`config.mk`:
```
export PLATFORM = sky130hd
export DESIGN_NAME = tbs_bank_mgr
export DESIGN_NICKNAME = d
export VERILOG_FILES = /design/src/rtl/tbs_pkg.sv /design/src/rtl/tbs_scan.sv /design/src/rtl/tbs_commit.sv /design/src/rtl/tbs_bank_mgr.sv
export SDC_FILE = /design/constraint.sdc
export NUM_CORES = 1
export LEC_CHECK = 0
export BUFFER_PORTS_ARGS = -buffer_cell sky130_fd_sc_hd__buf_4
export CAP_MARGIN = 20
export CORE_MARGIN = 4
export CORE_UTILIZATION = 55
export DETAILED_ROUTE_END_ITERATION = 8
export GPL_TIMING_DRIVEN = 0
export PLACE_DENSITY = 0.79
export SLEW_MARGIN = 10
export SYNTH_ARGS = -nofsm -noshare
export SYNTH_HDL_FRONTEND = slang
export SYNTH_SLANG_ARGS = --single-unit
```
`constraint.sdc`:
```
create_clock -name clk -period 8.2 [get_ports clk]
set_clock_uncertainty 0.1 [all_clocks]
set_input_delay 0.82 -clock clk [delete_from_list [all_inputs] [get_ports clk]]
set_output_delay 0.82 -clock clk [all_outputs]
set_load 0.05 [all_outputs]
```
`src/rtl/tbs_pkg.sv`:
```
package tbs_pkg;
  localparam int WORD_W = 32;
  localparam int SIG_W  = 8;
  localparam int NBANK  = 2;

  typedef logic [WORD_W-1:0] word_t;

  localparam logic [1:0] SRC_BUF  = 2'd2;
  localparam logic       CK_BODY  = 1'b0;
  localparam logic       CK_HDR   = 1'b1;
  localparam logic       FL_ERASE = 1'b0;
  localparam logic       FL_PROG  = 1'b1;
  localparam logic [1:0] FLD_STAMP = 2'd0;
  localparam logic [1:0] FLD_BODY  = 2'd1;
  localparam logic [1:0] FLD_HDR   = 2'd2;

  typedef enum logic [3:0] {
    C_IDLE, C_RELOAD, C_STAMP, C_CKB, C_WRB, C_CKH, C_WRH,
    C_ERASE, C_PROG, C_OK, C_FAIL
  } cstate_e;

  // Tie or older bank 0 selects bank 1.
  function automatic logic prefer_bank1(word_t g0, word_t g1);
    return !($signed(g0) > $signed(g1));
  endfunction

  function automatic word_t bump_gen(word_t g);
    return g + word_t'(1);
  endfunction

  // Invalid copies count as generation -1.
  function automatic word_t eff_gen(logic ok, word_t g);
    return ok ? g : '1;
  endfunction
endpackage

```
`src/rtl/tbs_scan.sv`:
```
module tbs_scan
  import tbs_pkg::*;
#(
  parameter logic [SIG_W-1:0] SIGNATURE = 8'h5A
) (
  input  logic                        clk,
  input  logic                        rst_n,
  input  logic                        ck_ack,
  input  logic [SIG_W-1:0]            ck_sig,
  input  logic [WORD_W-1:0]           ck_gen,
  input  logic [WORD_W-1:0]           ck_calc,
  input  logic [WORD_W-1:0]           ck_stored,
  output logic                        ck_req,
  output logic                        ck_bank,
  output logic                        ck_kind,
  output logic                        scan_done,
  output logic [NBANK-1:0]            bank_ok,
  output logic [NBANK-1:0][WORD_W-1:0] bank_gen
);
  localparam int STEPS  = NBANK * 2;
  localparam int STEP_W = $clog2(STEPS);

  logic [STEP_W-1:0] step;
  logic              running;
  logic              rsp_hit;
  logic              rsp_match;

  assign rsp_hit   = running && ck_ack;
  assign rsp_match = (ck_calc == ck_stored);
  assign ck_req    = running;
  assign ck_bank   = step[1];
  assign ck_kind   = step[0];

  always_ff @(posedge clk or negedge rst_n) begin
    if (!rst_n) begin
      step      <= '0;
      running   <= 1'b1;
      scan_done <= 1'b0;
    end else if (rsp_hit) begin
      step <= step + 1'b1;
      if (step == STEP_W'(STEPS - 1)) begin
        running   <= 1'b0;
        scan_done <= 1'b1;
      end
    end
  end

  for (genvar b = 0; b < NBANK; b++) begin : g_bank
    logic  ok_q;
    word_t gen_q;
    always_ff @(posedge clk or negedge rst_n) begin
      if (!rst_n) begin
        ok_q  <= 1'b0;
        gen_q <= '1;
      end else if (rsp_hit && (step[1] == 1'(b))) begin
        if (step[0] == CK_BODY) begin
          ok_q  <= (ck_sig == SIGNATURE) && rsp_match;
          gen_q <= ck_gen;
        end else begin
          ok_q <= ok_q && rsp_match;
        end
      end
    end
    assign bank_ok[b]  = ok_q;
    assign bank_gen[b] = eff_gen(ok_q, gen_q);
  end
endmodule

```
`src/rtl/tbs_commit.sv`:
```
module tbs_commit
  import tbs_pkg::*;
(
  input  logic              clk,
  input  logic              rst_n,
  input  logic              start,
  input  logic              buf_full,
  input  logic              active_bank,
  input  logic [WORD_W-1:0] active_gen,
  input  logic              ck_ack,
  input  logic [WORD_W-1:0] ck_calc,
  input  logic              fl_done,
  input  logic              fl_ok,
  output logic              busy,
  output logic              ck_req,
  output logic              ck_kind,
  output logic              fl_req,
  output logic              fl_op,
  output logic              fl_bank,
  output logic              buf_wr,
  output logic [1:0]        buf_field,
  output logic [WORD_W-1:0] buf_data,
  output logic              buf_reload,
  output logic              buf_reload_bank,
  output logic              fin_ok,
  output logic              fin_fail,
  output logic              target,
  output logic [WORD_W-1:0] new_gen
);
  cstate_e state, nxt;
  word_t   ck_lat;

  always_comb begin
    nxt = state;
    unique case (state)
      C_IDLE:   if (start) nxt = buf_full ? C_STAMP : C_RELOAD;
      C_RELOAD: nxt = C_IDLE;
      C_STAMP:  nxt = C_CKB;
      C_CKB:    if (ck_ack) nxt = C_WRB;
      C_WRB:    nxt = C_CKH;
      C_CKH:    if (ck_ack) nxt = C_WRH;
      C_WRH:    nxt = C_ERASE;
      C_ERASE:  if (fl_done) nxt = fl_ok ? C_PROG : C_FAIL;
      C_PROG:   if (fl_done) nxt = fl_ok ? C_OK : C_FAIL;
      C_OK:     nxt = C_IDLE;
      C_FAIL:   nxt = C_IDLE;
      default:  nxt = C_IDLE;
    endcase
  end

  always_ff @(posedge clk or negedge rst_n) begin
    if (!rst_n) begin
      state   <= C_IDLE;
      target  <= 1'b0;
      new_gen <= '0;
      ck_lat  <= '0;
    end else begin
      state <= nxt;
      if (state == C_IDLE && start) begin
        target  <= ~active_bank;
        new_gen <= bump_gen(active_gen);
      end
      if ((state == C_CKB || state == C_CKH) && ck_ack) ck_lat <= ck_calc;
    end
  end

  assign busy            = (state != C_IDLE);
  assign ck_req          = (state == C_CKB) || (state == C_CKH);
  assign ck_kind         = (state == C_CKH) ? CK_HDR : CK_BODY;
  assign fl_req          = (state == C_ERASE) || (state == C_PROG);
  assign fl_op           = (state == C_PROG) ? FL_PROG : FL_ERASE;
  assign fl_bank         = target;
  assign buf_reload      = (state == C_RELOAD);
  assign buf_reload_bank = active_bank;
  assign fin_ok          = (state == C_OK);
  assign fin_fail        = (state == C_FAIL);

  always_comb begin
    buf_wr    = 1'b0;
    buf_field = FLD_STAMP;
    buf_data  = ck_lat;
    unique case (state)
      C_STAMP: begin buf_wr = 1'b1; buf_field = FLD_STAMP; buf_data = new_gen; end
      C_WRB:   begin buf_wr = 1'b1; buf_field = FLD_BODY; end
      C_WRH:   begin buf_wr = 1'b1; buf_field = FLD_HDR; end
      default: ;
    endcase
  end
endmodule

```
`src/rtl/tbs_bank_mgr.sv`:
```
module tbs_bank_mgr
  import tbs_pkg::*;
#(
  parameter logic [SIG_W-1:0] SIGNATURE = 8'h5A
) (
  input  logic              clk,
  input  logic              rst_n,
  input  logic              commit_req,
  input  logic              buf_full,
  output logic              ck_req,
  output logic [1:0]        ck_src,
  output logic              ck_kind,
  input  logic              ck_ack,
  input  logic [SIG_W-1:0]  ck_sig,
  input  logic [WORD_W-1:0] ck_gen,
  input  logic [WORD_W-1:0] ck_calc,
  input  logic [WORD_W-1:0] ck_stored,
  output logic              fl_req,
  output logic              fl_op,
  output logic              fl_bank,
  input  logic              fl_done,
  input  logic              fl_ok,
  output logic              buf_wr,
  output logic [1:0]        buf_field,
  output logic [WORD_W-1:0] buf_data,
  output logic              buf_reload,
  output logic              buf_reload_bank,
  output logic              busy,
  output logic              active_valid,
  output logic              active_bank,
  output logic [WORD_W-1:0] active_gen,
  output logic              err_fatal,
  output logic              err_nospace
);
  logic                         decided;
  logic                         s_req, s_bank, s_kind, s_done;
  logic [NBANK-1:0]             s_ok;
  logic [NBANK-1:0][WORD_W-1:0] s_gen;
  logic                         c_busy, c_req, c_kind, c_ok, c_fail, c_target;
  word_t                        c_gen;
  logic                         commit_go;
  logic                         pick1;

  tbs_scan #(.SIGNATURE(SIGNATURE)) u_scan (
    .clk(clk), .rst_n(rst_n), .ck_ack(ck_ack), .ck_sig(ck_sig),
    .ck_gen(ck_gen), .ck_calc(ck_calc), .ck_stored(ck_stored),
    .ck_req(s_req), .ck_bank(s_bank), .ck_kind(s_kind),
    .scan_done(s_done), .bank_ok(s_ok), .bank_gen(s_gen)
  );

  assign commit_go = commit_req && decided && active_valid && !c_busy;

  tbs_commit u_commit (
    .clk(clk), .rst_n(rst_n), .start(commit_go), .buf_full(buf_full),
    .active_bank(active_bank), .active_gen(active_gen),
    .ck_ack(ck_ack), .ck_calc(ck_calc), .fl_done(fl_done), .fl_ok(fl_ok),
    .busy(c_busy), .ck_req(c_req), .ck_kind(c_kind),
    .fl_req(fl_req), .fl_op(fl_op), .fl_bank(fl_bank),
    .buf_wr(buf_wr), .buf_field(buf_field), .buf_data(buf_data),
    .buf_reload(buf_reload), .buf_reload_bank(buf_reload_bank),
    .fin_ok(c_ok), .fin_fail(c_fail), .target(c_target), .new_gen(c_gen)
  );

  assign ck_req  = decided ? c_req : s_req;
  assign ck_src  = decided ? SRC_BUF : {1'b0, s_bank};
  assign ck_kind = decided ? c_kind : s_kind;
  assign busy    = !decided || c_busy;
  assign pick1   = prefer_bank1(s_gen[0], s_gen[1]);

  always_ff @(posedge clk or negedge rst_n) begin
    if (!rst_n) begin
      decided      <= 1'b0;
      active_valid <= 1'b0;
      active_bank  <= 1'b0;
      active_gen   <= '1;
      err_fatal    <= 1'b0;
      err_nospace  <= 1'b0;
    end else if (!decided) begin
      if (s_done) begin
        decided <= 1'b1;
        if (|s_ok) begin
          active_valid <= 1'b1;
          active_bank  <= pick1;
          active_gen   <= pick1 ? s_gen[1] : s_gen[0];
        end else begin
          err_fatal <= 1'b1;
        end
      end
    end else if (c_ok) begin
      active_bank <= c_target;
      active_gen  <= c_gen;
      err_nospace <= 1'b0;
    end else if (c_fail) begin
      err_nospace <= 1'b1;
    end
  end
endmodule

```
; Word-level counts from Yosys, hierarchy flattened
; Cells that the tools add are included.
[totals]
ff_bits = 176
latchBits = 0
ram_bits = 0
mem_bits_ro = 0
inputBits = 111
out_inout_bits = 81
word_cells = 110
mem_count = 0
[classes]
n_addsub = 2
multipliers = 0
div = 0
magnitude_cmp = 1
eq_ne = 19
shifts = 0
n_mux = 34
bitwise = 5
reduce_logical = 32
[op_table]
columns = op, count
row1 = 32-bit 2-to-1 mux, 8
row2 = 32-bit by 1-bit adder with 32-bit output (second input constant), 1
row3 = 32-bit equality test, 1
row4 = 32-bit > comparator, 1
row5 = 4-bit case mux with 8 select lines, 1
row6 = 4-bit 2-to-1 mux, 5
row7 = 4-bit by 3-bit equality test with 1-bit output (second input constant), 4
row8 = 1-bit 2-to-1 mux, 15
row9 = 4-bit equality test (second input constant), 3
row10 = 1-bit logical AND, 11
row11 = 3-bit AND reduction, 3
row12 = 4-bit by 2-bit equality test with 1-bit output (second input constant), 2
row13 = 8-bit by 7-bit equality test with 1-bit output (second input constant), 1
row14 = 2-bit 2-to-1 mux, 4
row15 = 2-bit inequality test (second input constant), 4
row16 = 2-bit AND reduction, 4
row17 = 2-bit nonzero test, 3
row18 = 1-bit NOT, 5
row19 = 5-bit AND reduction, 1
row20 = 4-bit by 1-bit equality test with 1-bit output (second input constant), 1
row21 = 4-bit zero test, 1
row22 = 2-bit by 1-bit inequality test with 1-bit output (second input constant), 2
row23 = 2-bit case mux with 2 select lines, 1
row24 = 4-bit nonzero test, 1
row25 = other kinds (6), 10

; Longest topological paths before layout
; Gate-level depths: netlist of run 1.
[logic_depth]
ltp_word = 6
mapped_depth = 12

; Cells and area by module
; From an unflattened synthesis of run 1, not the netlist that was laid out.
[unflattened]
cells_unflattened = 1048
area_unflattened_um2 = 10588.9
[modules_own_cells]
columns = module, instances, cells_per_inst, area_each_um2
row1 = tbs_commit, 1, 372, 3803.6
row2 = tbs_scan, 1, 276, 3676.0
row3 = tbs_bank_mgr, 1, 400, 3109.2

; Least setup slack after synthesis of run 1
; OpenSTA, ideal clock, no wires.
[synth_path]
kind = reg2out
from = register u_commit.state[2]
to = output fl_req
arrival_time_ps = 2023
required_time_ps = 7280
slack_ps = 5257
path_stages_with_launch = 5
path_buffers = 2
path_cell_list = dfrtp_1 clkbuf_1 buf_2 nand2b_1 o21ai_0
[synth_between]
elab_chain_len = 2
[synth_rtl]
columns = element, line_no
row1 = start: declaration, tbs_commit.sv:30  ; cstate_e state, nxt;
row2 = start signal: assignment, tbs_commit.sv:58  ; state <= nxt;
row3 = 4-bit by 3-bit equality test with 1-bit output or 4-bit equality test (tied branches), tbs_commit.sv:70  ; assign fl_req = (state == C_ERASE) || (state == C_PROG);
row4 = 1-bit logical OR (*), tbs_commit.sv:70
row5 = end: declaration, tbs_bank_mgr.sv:18  ; output logic fl_req,
; Every way passes the cells marked *; elsewhere a longest branch is shown, timed or not.

; Worst setup path in the final report of run 1
[layout_path]
from = register u_commit.state[1]
to = output buf_data[18]
[layout_between]
elab_chain_len = 2
[layout_rtl]
columns = element, line_no
row1 = 4-bit by 2-bit equality test with 1-bit output, tbs_commit.sv:82  ; unique case (state)
row2 = 32-bit 2-to-1 mux, tbs_commit.sv:82
row3 = end: declaration, tbs_bank_mgr.sv:25  ; output logic [WORD_W-1:0] buf_data,
; No other way between the ends.

==> impl_metrics.py, run 1 <==
metrics = {
    "timing": {
        "max_slew_margin_pct": 46.0,
        "fin_crit_ns": 3.62,
        "finalCritPeriodShare_pct": 44.2,
        "hold_violations": 0,
        "finalSetupViolations": 0,
        "final.setup.tns_ns": 0,
        "grt_setup_unrepaired": "false",
        "slew_viol_final": 0,
        "hold_ws_ns": 0.356,
        "max_clock_freq_mhz": 276,
        "tightest_slew_ns": 0.804,
    },
    "yosys": {
        "synth-seq-cells": 176,
        "synth-edff-count": 0,
        "synth_top_area_share_pct": 23.9,
        "syn_inst": 980,
        "synth_warnings": 0,
        "synth.area.top_cells": "dfstp_2 (24%), dfrtp_1 (19%), mux2_2 (13%)",
        "syn_area_mm2": 0.0107,
        "synth_area_per_cell_um2": 10.9,
        "synth_async_sr_flop_share_pct": 100,
        "ys_types": 66,
        "synth_ff_type": "dfstp_2",
        "yosysTopAreaCell": "dfstp_2",
        "synthesis.nets": 1125,
        "synth-seq-area-share_pct": 42.5,
    },
    "placement": {
        "place.gp.congestion": 0.914,
        "io_buffers": 191,
        "dp_hpwl_um": 22400,
    },
    "detailed_routing": {
        "drc": 0,
        "viasPerCell": 5.54,
        "routed_wirelength_um": 27900,
        "dr.pass1.iters": 5,
        "vias": 8110,
        "wl_per_cell_um": 19.1,
        "drtIter0Drc": 449,
        "final_antenna_net_count": 0,
    },
    "global_routing": {
        "antenna_found_initial": 1,
        "grt_overflow_total": 0,
        "grt_pass1_wl_um": 45100,
        "grt_pass1_vias": 8424,
        "grt_max_degree": 116,
        "track_usage_pct": 26.0,
    },
    "die": {
        "die_w_um": 147,
        "die-area_mm2": 0.0217,
        "die_y_um": 147,
        "initial_utilization_pct": 56.4,
        "fp.coreArea_mm2": 0.0189,
        "ios": 192,
        "rows": 50,
    },
    "finish": {
        "antenna_cells": 0,
        "layout_commonest_cell": "buf_4",
        "fillers": 1510,
        "seqCellArea_mm2": 0.00453,
        "multiInputGateArea_mm2": 0.00575,
        "syn2layout_area_growth_pct": 22.3,
        "drive_above_1_share_pct": 46.5,
        "final_cell_mix": "buf_4 (192), mux2_2 (125), nand2_1 (119)",
        "finalNetCount": 1336,
    },
    "clock_network": {
        "cts.htree.levels": 4,
        "cts.sinks": 176,
        "cts-root-buf": "clkbuf_16",
        "cts_resized": 0,
        "clk_latency_ns": 0.44,
        "cts_tree": "yes",
        "cts_buffer_depth": 2,
        "cts.clk_slew.worst_paths_ns": 0.07,
        "cts_made_buffers": 17,
        "post_cts_buffers": 0,
        "hold_buffers": 0,
    },
    "critical_path": {
        "path_depth": 6,
        "rr_worst_depth": 11,
        "critPathArrivalTime_ns": 2.70,
        "critPathTopFamily": "buffers and inverters",
        "timing.critical_path.buf_inv": 3,
        "crit_type": "flip-flop to output port",
        "cpMaxStageDelayCell": "nor3_1",
        "cp_cell_sequence": "buf_2 > nand2_1 > nor3_1 > buf_2 > mux2_2 > buf_4",
        "worst_setup_path_end_kind": "output port",
        "start_kind": "flip-flop",
        "critPathMaxStageDelay_ns": 0.51,
        "crit_path_max_fanout": 10,
        "cpMostUsedCell": "buf_2",
        "crit_required_ns": 7.28,
    },
    "power_and_ir_drop": {
        "vdd_ir_drop_max_mv": 0.147,
        "sequentialPowerShare_pct": 34.3,
        "combPwrFrac_pct": 38.2,
        "intPower_mw": 1.82,
        "switchingPower_mw": 1.12,
        "clkPwrFrac_pct": 27.5,
        "swShare_pct": 38.1,
        "pwr_density_cell_mw_per_mm2": 225,
        "power_leakage_nw": 5.80,
    },
    "run_status": {
        "status": "finished clean",
    },
    "hold_path": {
        "hold_depth": 1,
        "min_path_type": "flip-flop to flip-flop",
    },
    "job": {
        "cap_violations": 0,
    },
}
[synthesized netlist by cell type, drive strengths merged, types with 2 or more instances]
| master | instances |
|---|---|
| a211oi | 2 |
| a21boi | 33 |
| a21o | 6 |
| a21oi | 18 |
| a31o | 2 |
| a31oi | 2 |
| and2 | 2 |
| and3 | 4 |
| and4 | 2 |
| and4b | 31 |
| buf | 31 |
| clkbuf | 31 |
| dfrtp | 79 |
| dfstp | 97 |
| ha | 34 |
| inv | 8 |
| mux2 | 133 |
| nand2 | 119 |
| nand2b | 36 |
| nand3 | 20 |
| nand4 | 20 |
| nor2 | 24 |
| nor2b | 36 |
| nor3 | 11 |
| nor3b | 3 |
| nor4 | 12 |
| o211ai | 3 |
| o21ai | 73 |
| o31ai | 33 |
| or2 | 2 |
| xnor2 | 15 |
| xor2 | 49 |
[worst paths after layout]
| check | from | end | slack [ns] |
|---|---|---|---|
| min in group asynchronous | rst_n | u_scan.g_bank[0].gen_q[25] | 0.51 |
| worst max-delay path | u_commit.state[1] | buf_data[18] | 4.58 |
| worst min-delay path | err_fatal | err_fatal | 0.36 |
| max in group asynchronous | rst_n | u_commit.state[1] | 6.91 |
| worst min register to register | err_fatal | err_fatal | 0.36 |
| worst max register to register | u_scan.g_bank[0].ok_q | active_gen[27] | 4.94 |
[layout make-up]
cell class	instances	share of cell area, %
clock inverter	11	0.682
timing repair buffer	192	11.3
sequential	176	34.7
buffer	62	2.74
inverter	8	0.230
clock buffer	21	3.78
tap	260	2.50
multi-input combinational	734	44.1
[metal layers]
metal	wire length, um	up-vias	track usage (%)
met2	13400	249	43.2
met1	12300	3877	34.3
met5	0	-	0
met3	1340	53	4.47
met4	824	0	10.1
li1	-	3931	-
[worst reg2reg max path, stage by stage (launching register included)]
cell       delay, ns
dfrtp_1         0.55
clkbuf_1        0.43
nand2b_1        0.17
ha_1            0.36
a21oi_1         0.18
o21a_1          0.18
a2bb2oi_1       0.23
a21o_1          0.24
and2_4          0.23
buf_6           0.18
a21boi_2        0.08
o31ai_2         0.24
[flip-flops by register name, indices dropped and copies added, names as in the netlist]
register,cells
decided,1
u_scan.g_bank.ok_q,2
err_nospace,1
u_scan.step,2
err_fatal,1
active_valid,1
active_gen,32
u_scan.ck_req,1
u_commit.ck_lat,32
u_scan.scan_done,1
active_bank,1
u_commit.fl_bank,1
u_commit.state,4
u_scan.g_bank.gen_q,64
u_commit.new_gen,32
[through the flow]
stage	util [%]	worst slack (ns)	area [um2]	instances	power (mW)
CTS	69.0	4.55	13000	1464	2.95
finish	69.0	4.58	13000	1464	2.94
global placement	65.7	5.02	12400	1431	2.12
global route	69.0	4.45	13000	1464	3.05
floorplan	-	5.26	10700	980	1.79
detailed placement	65.9	4.98	12500	1432	2.14
[power by group through the flow]
| stage | Combinational (mW) | Clock (mW) | Sequential [mW] |
|---|---|---|---|
| floorplan | 0.787 | 0 | 1.00 |
| CTS | 1.13 | 0.814 | 1.01 |
| detailed placement | 1.12 | 0 | 1.02 |
| global placement | 1.11 | 0 | 1.01 |
| finish | 1.12 | 0.808 | 1.01 |
| global route | 1.18 | 0.854 | 1.02 |
[kinds of logic after synthesis]
family / count (synthesis) / synth area share [%]
AO/OA/AOI/OAI: 179 / 13.1
XOR/XNOR: 64 / 5.26
adder cells (fa/ha/maj): 34 / 3.99
buffers and inverters: 70 / 3.63
flip-flops: 176 / 42.5
multiplexers: 134 / 14.1
AND/OR/NAND/NOR: 323 / 17.4
No activity file was read; power rests on OpenSTA's default activity.
==> run 2, diff against run 1 <==
==> constraint.sdc (replaced) <==
create_clock -name clk -period 3.4 [get_ports clk]
set_clock_uncertainty 0.1 [all_clocks]
set_input_delay 0.34 -clock clk [delete_from_list [all_inputs] [get_ports clk]]
set_output_delay 0.34 -clock clk [all_outputs]
set_load 0.05 [all_outputs]
==> run 2 against run 1 <==
Net effect: critical endpoint is now active_gen[27]; worst setup slack lost 4.4 ns; power up 140%; critical path depth rose by 6; highest routed layer unchanged; combinational power rose by 140%.
==> impl_metrics.py, run 2 (synthesized netlist as in run 1, its figures left out) <==
metrics = {
    "detailed_routing": {
        "wl_per_cell_um": 19.0,
        "final_antenna_net_count": 0,
        "drc": 0,
        "viasPerCell": 5.50,
        "vias": 8054,
        "dr.pass1.iters": 7,
        "routed_wirelength_um": 27900,
        "drtIter0Drc": 447,
    },
    "job": {
        "cap_violations": 0,
    },
    "timing": {
        "max_slew_margin_pct": 45.8,
        "finalSetupViolations": 0,
        "max_clock_freq_mhz": 311,
        "finalCritPeriodShare_pct": 94.4,
        "tightest_slew_ns": 0.806,
        "hold_violations": 0,
        "slew_viol_final": 0,
        "hold_ws_ns": 0.0253,
        "worst_slack_ns": 0.189,
        "final.setup.tns_ns": 0,
        "fin_crit_ns": 3.21,
    },
    "finish": {
        "fin_area_mm2": 0.0130,
        "multiInputGateArea_mm2": 0.00575,
        "fillers": 1515,
        "syn2layout_area_growth_pct": 22.3,
        "final_cell_mix": "buf_4 (192), mux2_2 (125), nand2_1 (119)",
        "drive_above_1_share_pct": 46.8,
        "largest_register_ffs": 64,
        "finalNetCount": 1336,
        "layout_commonest_cell": "buf_4",
        "largest-register": "u_scan.g_bank.gen_q",
        "antenna_cells": 0,
        "seqCellArea_mm2": 0.00453,
    },
    "clock_network": {
        "cts_buffer_depth": 2,
        "cts.clk_slew.worst_paths_ns": 0.07,
        "cts_tree": "yes",
        "cts.sinks": 176,
        "cts-root-buf": "clkbuf_16",
        "cts_made_buffers": 17,
        "cts.htree.levels": 4,
        "clk_latency_ns": 0.44,
    },
    "die": {
        "ios": 192,
        "rows": 50,
        "initial_utilization_pct": 56.4,
        "fp.coreArea_mm2": 0.0189,
        "die_w_um": 147,
        "die-area_mm2": 0.0217,
        "die_y_um": 147,
    },
    "critical_path": {
        "crit_type": "flip-flop to flip-flop",
        "rr_worst_depth": 12,
        "start_kind": "flip-flop",
        "worst_setup_path_end_kind": "flip-flop",
        "crit_path_max_fanout": 10,
        "crit_required_ns": 3.64,
        "critPathArrivalTime_ns": 3.45,
    },
    "power_and_ir_drop": {
        "vdd_ir_drop_max_mv": 0.357,
        "power_leakage_nw": 5.81,
        "pwr_density_cell_mw_per_mm2": 543,
    },
    "global_routing": {
        "track_usage_pct": 26.0,
        "antenna_found_initial": 1,
        "grt_overflow_total": 0,
        "grt_max_degree": 116,
        "grt_pass1_vias": 8424,
        "grt_pass1_wl_um": 45100,
    },
    "placement": {
        "dpl_cell_area_mm2": 0.0125,
        "place.gp.congestion": 0.914,
        "dp_hpwl_um": 22400,
        "io_buffers": 191,
        "dpl_worst_slack_ns": 0.183,
    },
    "run_status": {
        "status": "finished clean",
    },
    "hold_path": {
        "min_path_type": "input port to asynchronous set/reset pin",
    },
}
==> run 2: cell counts in the layout (fill, tap and decap cells not counted) <==
Identical to the previous run, type by type.
==> run 2: cell type report <==
type	instances	area share [%]
Inverter	8	0.230
Clock inverter	11	0.681
Timing Repair Buffer	192	11.3
Clock buffer	21	3.78
Tap cell	260	2.50
Sequential cell	176	34.7
Buffer	62	2.76
Multi-Input combinational cell	734	44.1
==> run 2: final timing paths <==
path / startpoint / end / slack [ns]
worst max-delay path: u_scan.g_bank[1].ok_q / active_gen[27] / 0.19
worst min-delay path: rst_n / u_scan.g_bank[0].gen_q[25] / 0.03
worst max register to register: u_scan.g_bank[1].ok_q / active_gen[27] / 0.19
worst min register to register: err_fatal / err_fatal / 0.36
max in group asynchronous: rst_n / u_commit.ck_lat[14] / 2.60
min in group clk: ck_gen[17] / u_scan.g_bank[1].gen_q[17] / 0.03
==> run 2: stage by stage <==
stage / utilization (%) / cells / power, mW
5_1_grt: 69.0 / 1464 / 7.35
2_1_floorplan: - / 980 / 4.32
6_report: 69.0 / 1464 / 7.08
4_1_cts: 69.0 / 1464 / 7.11
3_5_place_dp: 65.9 / 1432 / 5.16
3_3_place_gp: 65.7 / 1431 / 5.12
==> run 2: worst max-delay path, cell delays in order, from the launching register on <==
cell and delay [ns]:
dfrtp_1 0.51, clkbuf_1 0.34, nor2b_1 0.28, ha_1 0.31, a21oi_2 0.16, o21ai_1 0.09
a221oi_2 0.32, o211ai_1 0.14, a21o_1 0.20, buf_6 0.15, buf_6 0.13, and4b_1 0.17
o31ai_2 0.20
==> run 2: repair_timing <==
action	4_1_cts	5_1_grt
gates resized for setup	0	6
setup buffers	0	0
setup endpoints to repair	0	30
hold buffers	0	0
==> run 2: where the power goes <==
group | leakage [nW] | switching, mW | total (mW) | internal [mW]
Sequential | 2.03 | 0.108 | 2.43 | 2.32
Clock | 0.292 | 0.886 | 1.95 | 1.06
Combinational | 3.49 | 1.71 | 2.71 | 0.999
==> run 2: metal layers <==
| metal | global-route usage (%) | up-vias | share of wire [%] |
|---|---|---|---|
| met5 | 0 | - | 0 |
| met4 | 10.1 | 0 | 2.8 |
| met3 | 4.47 | 45 | 4.5 |
| met2 | 43.2 | 224 | 48 |
| met1 | 34.3 | 3854 | 44 |
| li1 | - | 3931 | - |
